===== src/rtl/isb_pkg.sv =====
package isb_pkg;
  localparam int CNT_W = 8;
  typedef logic [CNT_W-1:0] cnt_t;

  typedef enum logic [1:0] {
    CLS_U0 = 2'd0,
    CLS_U1 = 2'd1,
    CLS_U2 = 2'd2
  } op_cls_e;

  // countdown reaches its last cycle: completion is reported now
  function automatic logic cnt_retires(input cnt_t c);
    return c == cnt_t'(1);
  endfunction

  // unit can accept a new instruction this cycle (idle or finishing)
  function automatic logic cnt_frees(input cnt_t c);
    return c <= cnt_t'(1);
  endfunction

  function automatic cnt_t cnt_tick(input cnt_t c);
    return (c == '0) ? '0 : c - cnt_t'(1);
  endfunction
endpackage


===== src/rtl/unit_timer.sv =====
module unit_timer
  import isb_pkg::*;
#(
  parameter int REG_W = 5,
  parameter int LAT   = 1
) (
  input  logic             clk,
  input  logic             rst_n,
  input  logic             load,
  input  logic [REG_W-1:0] load_dst,
  output logic             free_o,
  output logic             done_o,
  output logic [REG_W-1:0] done_dst
);
  cnt_t             cnt_q;
  logic [REG_W-1:0] dst_q;

  always_ff @(posedge clk) begin
    if (!rst_n) begin
      cnt_q <= '0;
      dst_q <= '0;
    end else if (load) begin
      cnt_q <= cnt_t'(LAT);
      dst_q <= load_dst;
    end else begin
      cnt_q <= cnt_tick(cnt_q);
    end
  end

  assign free_o   = cnt_frees(cnt_q);
  assign done_o   = cnt_retires(cnt_q);
  assign done_dst = dst_q;

  // a unit is only loaded when it is idle or in its final cycle
  assert_load_when_free_R3: assert property (@(posedge clk) disable iff (!rst_n)
    load |-> (cnt_q <= cnt_t'(1)));
  // a load always produces a countdown of the unit latency
  assert_load_latency_R7: assert property (@(posedge clk) disable iff (!rst_n)
    load |=> (cnt_q == cnt_t'(LAT)));
endmodule


===== src/rtl/pend_table.sv =====
module pend_table #(
  parameter int NREGS = 32,
  parameter int REG_W = 5
) (
  input  logic             clk,
  input  logic             rst_n,
  input  logic             set_en,
  input  logic [REG_W-1:0] set_idx,
  input  logic [NREGS-1:0] clr_mask,
  output logic [NREGS-1:0] pend_q
);
  logic [NREGS-1:0] set_mask;

  always_comb begin
    set_mask = '0;
    if (set_en) set_mask[set_idx] = 1'b1;
  end

  always_ff @(posedge clk) begin
    if (!rst_n) pend_q <= '0;
    else        pend_q <= (pend_q & ~clr_mask) | set_mask;
  end

  assert_reg0_never_pending_R6: assert property (@(posedge clk) disable iff (!rst_n)
    !pend_q[0]);
  assert_set_lands_R5: assert property (@(posedge clk) disable iff (!rst_n)
    set_en |=> pend_q[$past(set_idx)]);
endmodule


===== src/rtl/hazard_check.sv =====
module hazard_check
  import isb_pkg::*;
#(
  parameter int NREGS  = 32,
  parameter int REG_W  = 5,
  parameter int NUNITS = 3
) (
  input  logic [NREGS-1:0]  pend_eff,
  input  logic [NUNITS-1:0] unit_free,
  input  logic [1:0]        cls,
  input  logic [REG_W-1:0]  dst,
  input  logic [REG_W-1:0]  src_a,
  input  logic [REG_W-1:0]  src_b,
  output logic              fu_hit,
  output logic              raw_hit,
  output logic              waw_hit,
  output logic              ok
);
  logic unit_ok;

  always_comb begin
    unit_ok = 1'b0;
    for (int u = 0; u < NUNITS; u++)
      if (cls == 2'(u)) unit_ok = unit_free[u];
  end

  assign fu_hit  = !unit_ok;
  assign raw_hit = pend_eff[src_a] | pend_eff[src_b];
  assign waw_hit = pend_eff[dst];
  assign ok      = !(fu_hit | raw_hit | waw_hit);
endmodule


===== src/rtl/issue_scoreboard.sv =====
module issue_scoreboard
  import isb_pkg::*;
#(
  parameter int NREGS  = 32,
  parameter int LAT_U0 = 1,
  parameter int LAT_U1 = 2,
  parameter int LAT_U2 = 1,
  localparam int REG_W  = $clog2(NREGS),
  localparam int NUNITS = 3
) (
  input  logic                    clk,
  input  logic                    rst_n,
  input  logic                    dec_valid,
  output logic                    dec_ready,
  input  logic [1:0]              dec_cls,
  input  logic [REG_W-1:0]        dec_dst,
  input  logic [REG_W-1:0]        dec_src_a,
  input  logic [REG_W-1:0]        dec_src_b,
  output logic [NUNITS-1:0]       wb_valid,
  output logic [NUNITS*REG_W-1:0] wb_tag
);
  function automatic int lat_of(input int u);
    case (u)
      0:       return LAT_U0;
      1:       return LAT_U1;
      default: return LAT_U2;
    endcase
  endfunction

  // named internal events
  logic                    issue_fire;
  logic [NUNITS-1:0]       unit_load;
  logic [NUNITS-1:0]       unit_free;
  logic [NUNITS-1:0]       unit_done;
  logic [REG_W-1:0]        unit_dst [NUNITS];
  logic [NREGS-1:0]        clr_mask;
  logic [NREGS-1:0]        pend_q;
  logic [NREGS-1:0]        pend_eff;
  logic                    fu_hit, raw_hit, waw_hit, hz_ok;

  assign issue_fire = dec_valid && dec_ready;

  for (genvar u = 0; u < NUNITS; u++) begin : g_unit
    assign unit_load[u] = issue_fire && (dec_cls == 2'(u));
    unit_timer #(.REG_W(REG_W), .LAT(lat_of(u))) u_timer (
      .clk      (clk),
      .rst_n    (rst_n),
      .load     (unit_load[u]),
      .load_dst (dec_dst),
      .free_o   (unit_free[u]),
      .done_o   (unit_done[u]),
      .done_dst (unit_dst[u])
    );
    assign wb_valid[u]                  = unit_done[u];
    assign wb_tag[u*REG_W +: REG_W]     = unit_dst[u];

    // a completing unit always releases a register that was awaiting it
    assert_wb_tag_pending_R7: assert property (@(posedge clk) disable iff (!rst_n)
      (unit_done[u] && unit_dst[u] != '0) |-> pend_q[unit_dst[u]]);
  end

  always_comb begin
    clr_mask = '0;
    for (int u = 0; u < NUNITS; u++)
      if (unit_done[u]) clr_mask[unit_dst[u]] = 1'b1;
  end

  // completion release is seen by the hazard check in the same cycle
  assign pend_eff = pend_q & ~clr_mask;

  pend_table #(.NREGS(NREGS), .REG_W(REG_W)) u_pend (
    .clk      (clk),
    .rst_n    (rst_n),
    .set_en   (issue_fire && dec_dst != '0),
    .set_idx  (dec_dst),
    .clr_mask (clr_mask),
    .pend_q   (pend_q)
  );

  hazard_check #(.NREGS(NREGS), .REG_W(REG_W), .NUNITS(NUNITS)) u_hz (
    .pend_eff  (pend_eff),
    .unit_free (unit_free),
    .cls       (dec_cls),
    .dst       (dec_dst),
    .src_a     (dec_src_a),
    .src_b     (dec_src_b),
    .fu_hit    (fu_hit),
    .raw_hit   (raw_hit),
    .waw_hit   (waw_hit),
    .ok        (hz_ok)
  );

  assign dec_ready = hz_ok;

  assert_single_issue_R1: assert property (@(posedge clk) disable iff (!rst_n)
    $onehot0(unit_load));
  assert_no_raw_issue_R4: assert property (@(posedge clk) disable iff (!rst_n)
    issue_fire |-> !(pend_q[dec_src_a] && !clr_mask[dec_src_a]));
  assert_no_waw_issue_R5: assert property (@(posedge clk) disable iff (!rst_n)
    issue_fire |-> !(pend_q[dec_dst] && !clr_mask[dec_dst]));
  assert_stall_reason_R3: assert property (@(posedge clk) disable iff (!rst_n)
    !dec_ready |-> (fu_hit || raw_hit || waw_hit));
endmodule


===== config.mk =====
export PLATFORM = sky130hd
export DESIGN_NAME = issue_scoreboard
export DESIGN_NICKNAME = d
export VERILOG_FILES = /design/src/rtl/isb_pkg.sv /design/src/rtl/unit_timer.sv /design/src/rtl/pend_table.sv /design/src/rtl/hazard_check.sv /design/src/rtl/issue_scoreboard.sv
export SDC_FILE = /design/constraint.sdc
export NUM_CORES = 1
export LEC_CHECK = 0
export BUFFER_PORTS_ARGS = -buffer_cell sky130_fd_sc_hd__buf_2
export CAP_MARGIN = 15
export CORE_UTILIZATION = 60
export DETAILED_ROUTE_END_ITERATION = 16
export GPL_ROUTABILITY_DRIVEN = 0
export PLACE_DENSITY = 0.79
export SLEW_MARGIN = 20
export SYNTH_ARGS = -nofsm -noshare
export SYNTH_HDL_FRONTEND = slang
export SYNTH_HIERARCHICAL = 1
export SYNTH_SLANG_ARGS = --single-unit

===== constraint.sdc =====
create_clock -name clk -period 12.7 [get_ports clk]
set_clock_uncertainty 0.2 [all_clocks]
set_input_delay 1.905 -clock clk [delete_from_list [all_inputs] [get_ports clk]]
set_output_delay 1.905 -clock clk [all_outputs]
set_load 0.1 [all_outputs]

==> results of run 1 <==
[flip-flops by register name (all words and copies together), names as in the netlist]
signal	count
g_unit.u_timer/cnt_q	24
g_unit.u_timer/done_dst	15
u_pend/pend_q	32
[synth_stat cells, drive strengths merged, types with 4 or more instances]
library cell	count
dfxtp	71
o21ai	65
mux2i	64
nand3b	34
nor2	29
o211a	27
nor2b	26
nand2	24
inv	19
o22a	19
a22oi	18
a21oi	13
clkbuf	13
buf	12
nand4b	12
nand3	11
nand2b	10
ha	9
nor3	9
xnor2	9
and2	7
nand4	7
nand4bb	7
o31ai	6
or3	6
a31oi	5
nor3b	5
a211oi	4
and4	4
and4bb	4
or4b	4
[metal layers]
metal	GRT usage [%]	share of wire [%]	wire, um
met5	0	0	0
met4	15.53	3.7	573
met2	54.32	44	6736
met1	46.00	42	6411
met3	8.931	11	1702
[kinds of logic (layout without fill, tap and decap cells)]
kind of cell / after synthesis / after routing / share of synthesized area (%)
buffers and inverters: 44 / 77 / 4.170
DFF: 71 / 71 / 27.38
muxes: 64 / 64 / 12.34
xor gates and xnor gates: 9 / 9 / 1.519
and+or+nand+nor: 215 / 215 / 26.99
AOI/OAI and AO/OA: 182 / 182 / 25.43
adders and majority gates: 9 / 9 / 2.169
[cell type report]
| type | instances | area, um2 | share of cell area, % |
|---|---|---|---|
| tap | 105 | 131.4 | 2.342 |
| timing repair buffer | 42 | 220.2 | 3.925 |
| multi-input combinational | 479 | 3553 | 63.34 |
| sequential | 71 | 1421 | 25.33 |
| clock inverter | 5 | 81.33 | 1.450 |
| clock buffer | 11 | 131.4 | 2.342 |
| inverter | 19 | 71.32 | 1.271 |
[metrics by stage]
| step | total power, mW | instance area [um2] | hold WS [ps] |
|---|---|---|---|
| 3_3_place_gp | 0.5916 | 5398 | 264.4 |
| 4_1_cts | 0.8025 | 5610 | 284.5 |
| 2_1_floorplan | 0.5397 | 5191 | 249.3 |
| 6_report | 0.8061 | 5610 | 286.1 |
| 5_1_grt | 0.8503 | 5610 | 307.5 |
| 3_5_place_dp | 0.6053 | 5398 | 271.1 |
[worst max-delay path, cell delays in order, from the launching register on]
cell and delay (ps):
dfxtp_1 330, or3_4 410, nor2_1 210, and2_1 410, nor4b_1 500, a22oi_1 190, o211a_1 260, mux2i_1 170
a22oi_1 90, and3_4 180, a31oi_2 180, nand4_2 150, nor3_2 230, buf_2 460
[power by group]
group / internal (mW) / switching (mW)
Combinational: 0.121 / 0.195
Sequential: 0.254 / 0.0366
Clock: 0.111 / 0.0880
[worst paths after layout]
kind | from | end | slack, ps | depth (start not counted)
worst min-delay path | u_pend/pend_q[14]$_SDFF_PN0_ | u_pend/pend_q[14]$_SDFF_PN0_ | 290 | 2
worst min register to register | u_pend/pend_q[14]$_SDFF_PN0_ | u_pend/pend_q[14]$_SDFF_PN0_ | 290 | 2
worst max register to register | g_unit[1].u_timer/cnt_q[4]$_SDFF_PP0_ | u_pend/pend_q[9]$_SDFF_PN0_ | 7830 | 16
worst max-delay path | g_unit[1].u_timer/cnt_q[4]$_SDFF_PP0_ | dec_ready | 6470 | 13
==> results.py, run 1 <==
metrics = {
    "run_status": {
        "status": "finished clean",
    },
    "detailed_routing": {
        "avgViaCountPerCell": 7.078,
        "wirelength_um": 15420,
        "drc_errors": 0,
        "first_pass_iters": 6,
        "via_count": 5181,
        "ant_nets": 0,
        "drtIter0Drc": 593,
        "wl_per_cell_um": 21.07,
    },
    "layout": {
        "stdcell_count": 732,
        "final_core_util_pct": 67.60,
        "fill_cells": 651,
        "layout_commonest_cell": "dfxtp_1",
        "n_antenna_cell": 0,
        "areaGrowthSynthToFinish_pct": 8.074,
        "fin_nets": 651,
        "final_cell_mix": "dfxtp_1 (71), mux2i_1 (64), o21ai_0 (39)",
        "layout-drive-gt1-share_pct": 13.08,
    },
    "die": {
        "rows": 33,
        "initial_core_util_pct": 62.55,
        "pin_count": 39,
        "dieArea_um2": 9028,
        "fp.dieH_um": 95.02,
        "chipWidth_um": 95.02,
        "core-area_um2": 8299,
    },
    "clock_tree": {
        "cts.sinks": 71,
        "h-tree-depth": 3,
        "insertion_delay_ps": 360,
        "hold_buffers": 0,
        "clockBufferDepth": 2,
        "cts_root_buf": "clkbuf_8",
        "cts.clk_slew.worst_paths_ps": 80,
        "post-cts-setup-buffers": 0,
        "cts_tree": "yes",
        "cts_resized": 0,
        "cts_buffers": 9,
    },
    "sta": {
        "fin_crit_sh_pct": 49.06,
        "setup_viol": 0,
        "tightest_slew_ps": 791.6,
        "relSlewSlack_pct": 46.91,
        "final_max_slew_viol_count": 0,
        "max_freq_mhz": 160.5,
        "worst_slack_ps": 6469,
        "finalSetupTns_ps": 0,
        "period_minus_slack_ps": 6231,
        "hold_viol_final": 0,
        "rsz0062_at_grt": "no",
    },
    "synth": {
        "synth_cell_types": 63,
        "syn_nets": 623,
        "synth_ff_type": "dfxtp_1",
        "synth_top_area_cell": "dfxtp_1",
        "ys_seq_area_share_pct": 27.38,
        "async_flop_share_pct": 0,
        "synth_area_um2": 5191,
        "synth_area_leaders": "dfxtp_1 (27%), mux2i_1 (12%), o211a_1 (5.2%)",
        "synth_edf_count": 0,
        "postSynthAreaPerCell_um2": 8.739,
        "ys_warn_count": 6,
        "netlist.area_leader.share_pct": 27.38,
        "synth_seq_cells": 71,
        "synthCells": 594,
    },
    "placed_design": {
        "dp_cells": 716,
        "pre_cts_ws_ps": 6786,
        "io_buffers": 38,
        "dpl.hpwl_um": 10840,
    },
    "setup_path": {
        "required_ps": 10600,
        "worstPathArrival_ps": 4130,
        "path_max_fanout": 10,
        "crit_type": "flip-flop to output port",
        "worstSetupStartpointType": "flip-flop",
        "end_kind": "output port",
    },
    "pwr": {
        "ir_worst_vdd_mv": 0.1199,
        "p_leak_nw": 2.223,
        "power_density_nw_per_um2": 143.7,
    },
    "worst_hold_path": {
        "hp-class": "flip-flop to flip-flop",
    },
    "global_route": {
        "grtUsageTotal_pct": 35.10,
        "grt_max_degree": 62,
        "grt_pass1_wl_um": 24130,
        "grt_pass1_vias": 4773,
        "antenna_found_initial": 0,
        "gr-total-overflow": 0,
    },
    "flow_run": {
        "cap_violations": 0,
    },
}
Note: power is estimated with default switching activity, not from simulation.
==> inputs of run 2 (changes only) <==
Settings changed: ABC_AREA set to 1, CORE_UTILIZATION 60 to 56, PLACE_DENSITY 0.79 to 0.77.
Clock period 12.7 ns to 5.35 ns, I/O delays scaled along.
==> run 2 against run 1 <==
Compared with the run above:
- combinational power is 140% higher
- routed wire length is 4.7% higher
- highest routed layer unchanged
- global-route usage is 2.3 points lower
- total power is 130% higher
- non-clock buffer count is 3 lower
- design area is 9.1% higher
- critical path depth is 6 higher
- critical endpoint unchanged
==> results.py, run 2 <==
metrics = {
    "placed_design": {
        "dpl.hpwl_um": 11910,
        "io_buffers": 38,
        "placed_area_um2": 5913,
    },
    "synth": {
        "ys_warn_count": 6,
        "syn_nets": 1024,
        "synth_area_um2": 5654,
        "postSynthAreaPerCell_um2": 5.683,
        "synthCells": 995,
    },
    "detailed_routing": {
        "via_count": 6142,
        "wl_per_cell_um": 13.84,
        "avgViaCountPerCell": 5.263,
        "first_pass_iters": 5,
        "ant_nets": 0,
        "wirelength_um": 16160,
        "drc_errors": 0,
        "drtIter0Drc": 593,
    },
    "setup_path": {
        "path_max_fanout": 8,
        "worstPathArrival_ps": 3500,
        "end_kind": "output port",
        "worstSetupStartpointType": "flip-flop",
        "crit_type": "flip-flop to output port",
        "required_ps": 4350,
    },
    "sta": {
        "period_minus_slack_ps": 4502,
        "setup_viol": 0,
        "rsz0062_at_grt": "no",
        "finalSetupTns_ps": 0,
        "tightest_slew_ps": 1066,
        "max_freq_mhz": 222.1,
        "relSlewSlack_pct": 28.86,
        "fin_crit_sh_pct": 84.15,
        "final_max_slew_viol_count": 0,
        "hold_viol_final": 0,
    },
    "layout": {
        "largest-register": "u_pend/pend_q",
        "fill_cells": 1004,
        "fin_nets": 1058,
        "seq_area_um2": 1421,
        "multi_input_area_um2": 3550,
        "layout-drive-gt1-share_pct": 13.44,
        "final_cell_mix": "nand2_1 (317), nor2_1 (201), inv_1 (142)",
        "largest_register_ffs": 32,
        "areaGrowthSynthToFinish_pct": 8.232,
        "layout_commonest_cell": "nand2_1",
        "design_area_um2": 6120,
        "n_antenna_cell": 0,
    },
    "worst_hold_path": {
        "hp-class": "flip-flop to flip-flop",
    },
    "clock_tree": {
        "insertion_delay_ps": 360,
        "cts_buffers": 9,
        "hold_buffers": 0,
        "cts_root_buf": "clkbuf_8",
        "h-tree-depth": 3,
        "clockBufferDepth": 2,
        "cts.sinks": 71,
        "cts_tree": "yes",
        "cts_resized": 0,
        "cts.clk_slew.worst_paths_ps": 80,
        "post-cts-setup-buffers": 0,
    },
    "flow_run": {
        "cap_violations": 0,
    },
    "die": {
        "pin_count": 39,
        "dieArea_um2": 10500,
        "initial_core_util_pct": 57.85,
        "chipWidth_um": 102.5,
        "core-area_um2": 9774,
        "rows": 36,
        "fp.dieH_um": 102.5,
    },
    "global_route": {
        "gr-total-overflow": 0,
        "grt_max_degree": 33,
        "grt_pass1_vias": 5370,
        "grtUsageTotal_pct": 32.77,
        "antenna_found_initial": 0,
        "grt_pass1_wl_um": 26230,
    },
    "pwr": {
        "p_leak_nw": 2.916,
        "power_density_nw_per_um2": 304.8,
        "ir_worst_vdd_mv": 0.2318,
    },
    "run_status": {
        "status": "finished clean",
    },
}
-- run 2: layout make-up --
class / count / area share (%)
multi-input combinational: 756 / 58.00
inverter: 152 / 9.446
sequential: 71 / 23.23
timing repair buffer: 39 / 3.230
clock inverter: 5 / 1.063
clock buffer: 11 / 2.310
tap: 133 / 2.719
-- run 2: critical path, stage by stage, from the launching register on --
cell and delay [ps]:
dfxtp_1 320, inv_1 90, ha_1 180, inv_1 50
nor3_2 240, nand2_1 100, nor2_1 510, nand2_1 140
nand3_2 130, nor2_1 90, nand2_1 60, nand3_1 110
nand3_1 100, nand2_1 50, nand2_1 50, nand3_1 60
nand2_1 70, nand2_1 80, nor2_2 200, buf_2 470
-- run 2: path summary, 6_finish.rpt --
path	startpoint	to	slack [ps]	cells after the start
worst max register to register	g_unit[2].u_timer/cnt_q[1]$_SDFF_PP0_	g_unit[0].u_timer/cnt_q[4]$_SDFF_PP0_	1190	23
worst min-delay path	g_unit[1].u_timer/cnt_q[0]$_SDFF_PP0_	g_unit[1].u_timer/cnt_q[0]$_SDFF_PP0_	250	1
worst min register to register	g_unit[1].u_timer/cnt_q[0]$_SDFF_PP0_	g_unit[1].u_timer/cnt_q[0]$_SDFF_PP0_	250	1
worst max-delay path	g_unit[2].u_timer/cnt_q[1]$_SDFF_PP0_	dec_ready	850	19
-- run 2: layer usage --
metal,global-route usage (%),vias up,part of all wire (%)
met3,6.293,36,9.2
met5,0,-,0
met1,46.57,2728,46
met4,12.86,0,2.5
met2,48.51,279,43
li1,-,3099,-
-- run 2: report_power, final --
group	leakage, nW	internal [mW]	switching (mW)	total, mW
combinational	2.23	0.242	0.527	0.769
sequential	0.577	0.595	0.0527	0.648
clock	0.104	0.232	0.217	0.449
-- run 2: stage by stage --
stage	util [%]	total power [mW]	worst slack, ps	hold WS, ps	cells
after global routing	62.61	2.016	513.4	281.2	1167
after floorplan	-	1.276	28.07	217.3	995
after CTS	62.61	1.870	888.4	251.7	1167
after detailed placement	60.50	1.421	1287	239.4	1151
after global placement	60.50	1.407	1332	232.6	1151
final	62.61	1.865	848.2	250.8	1167
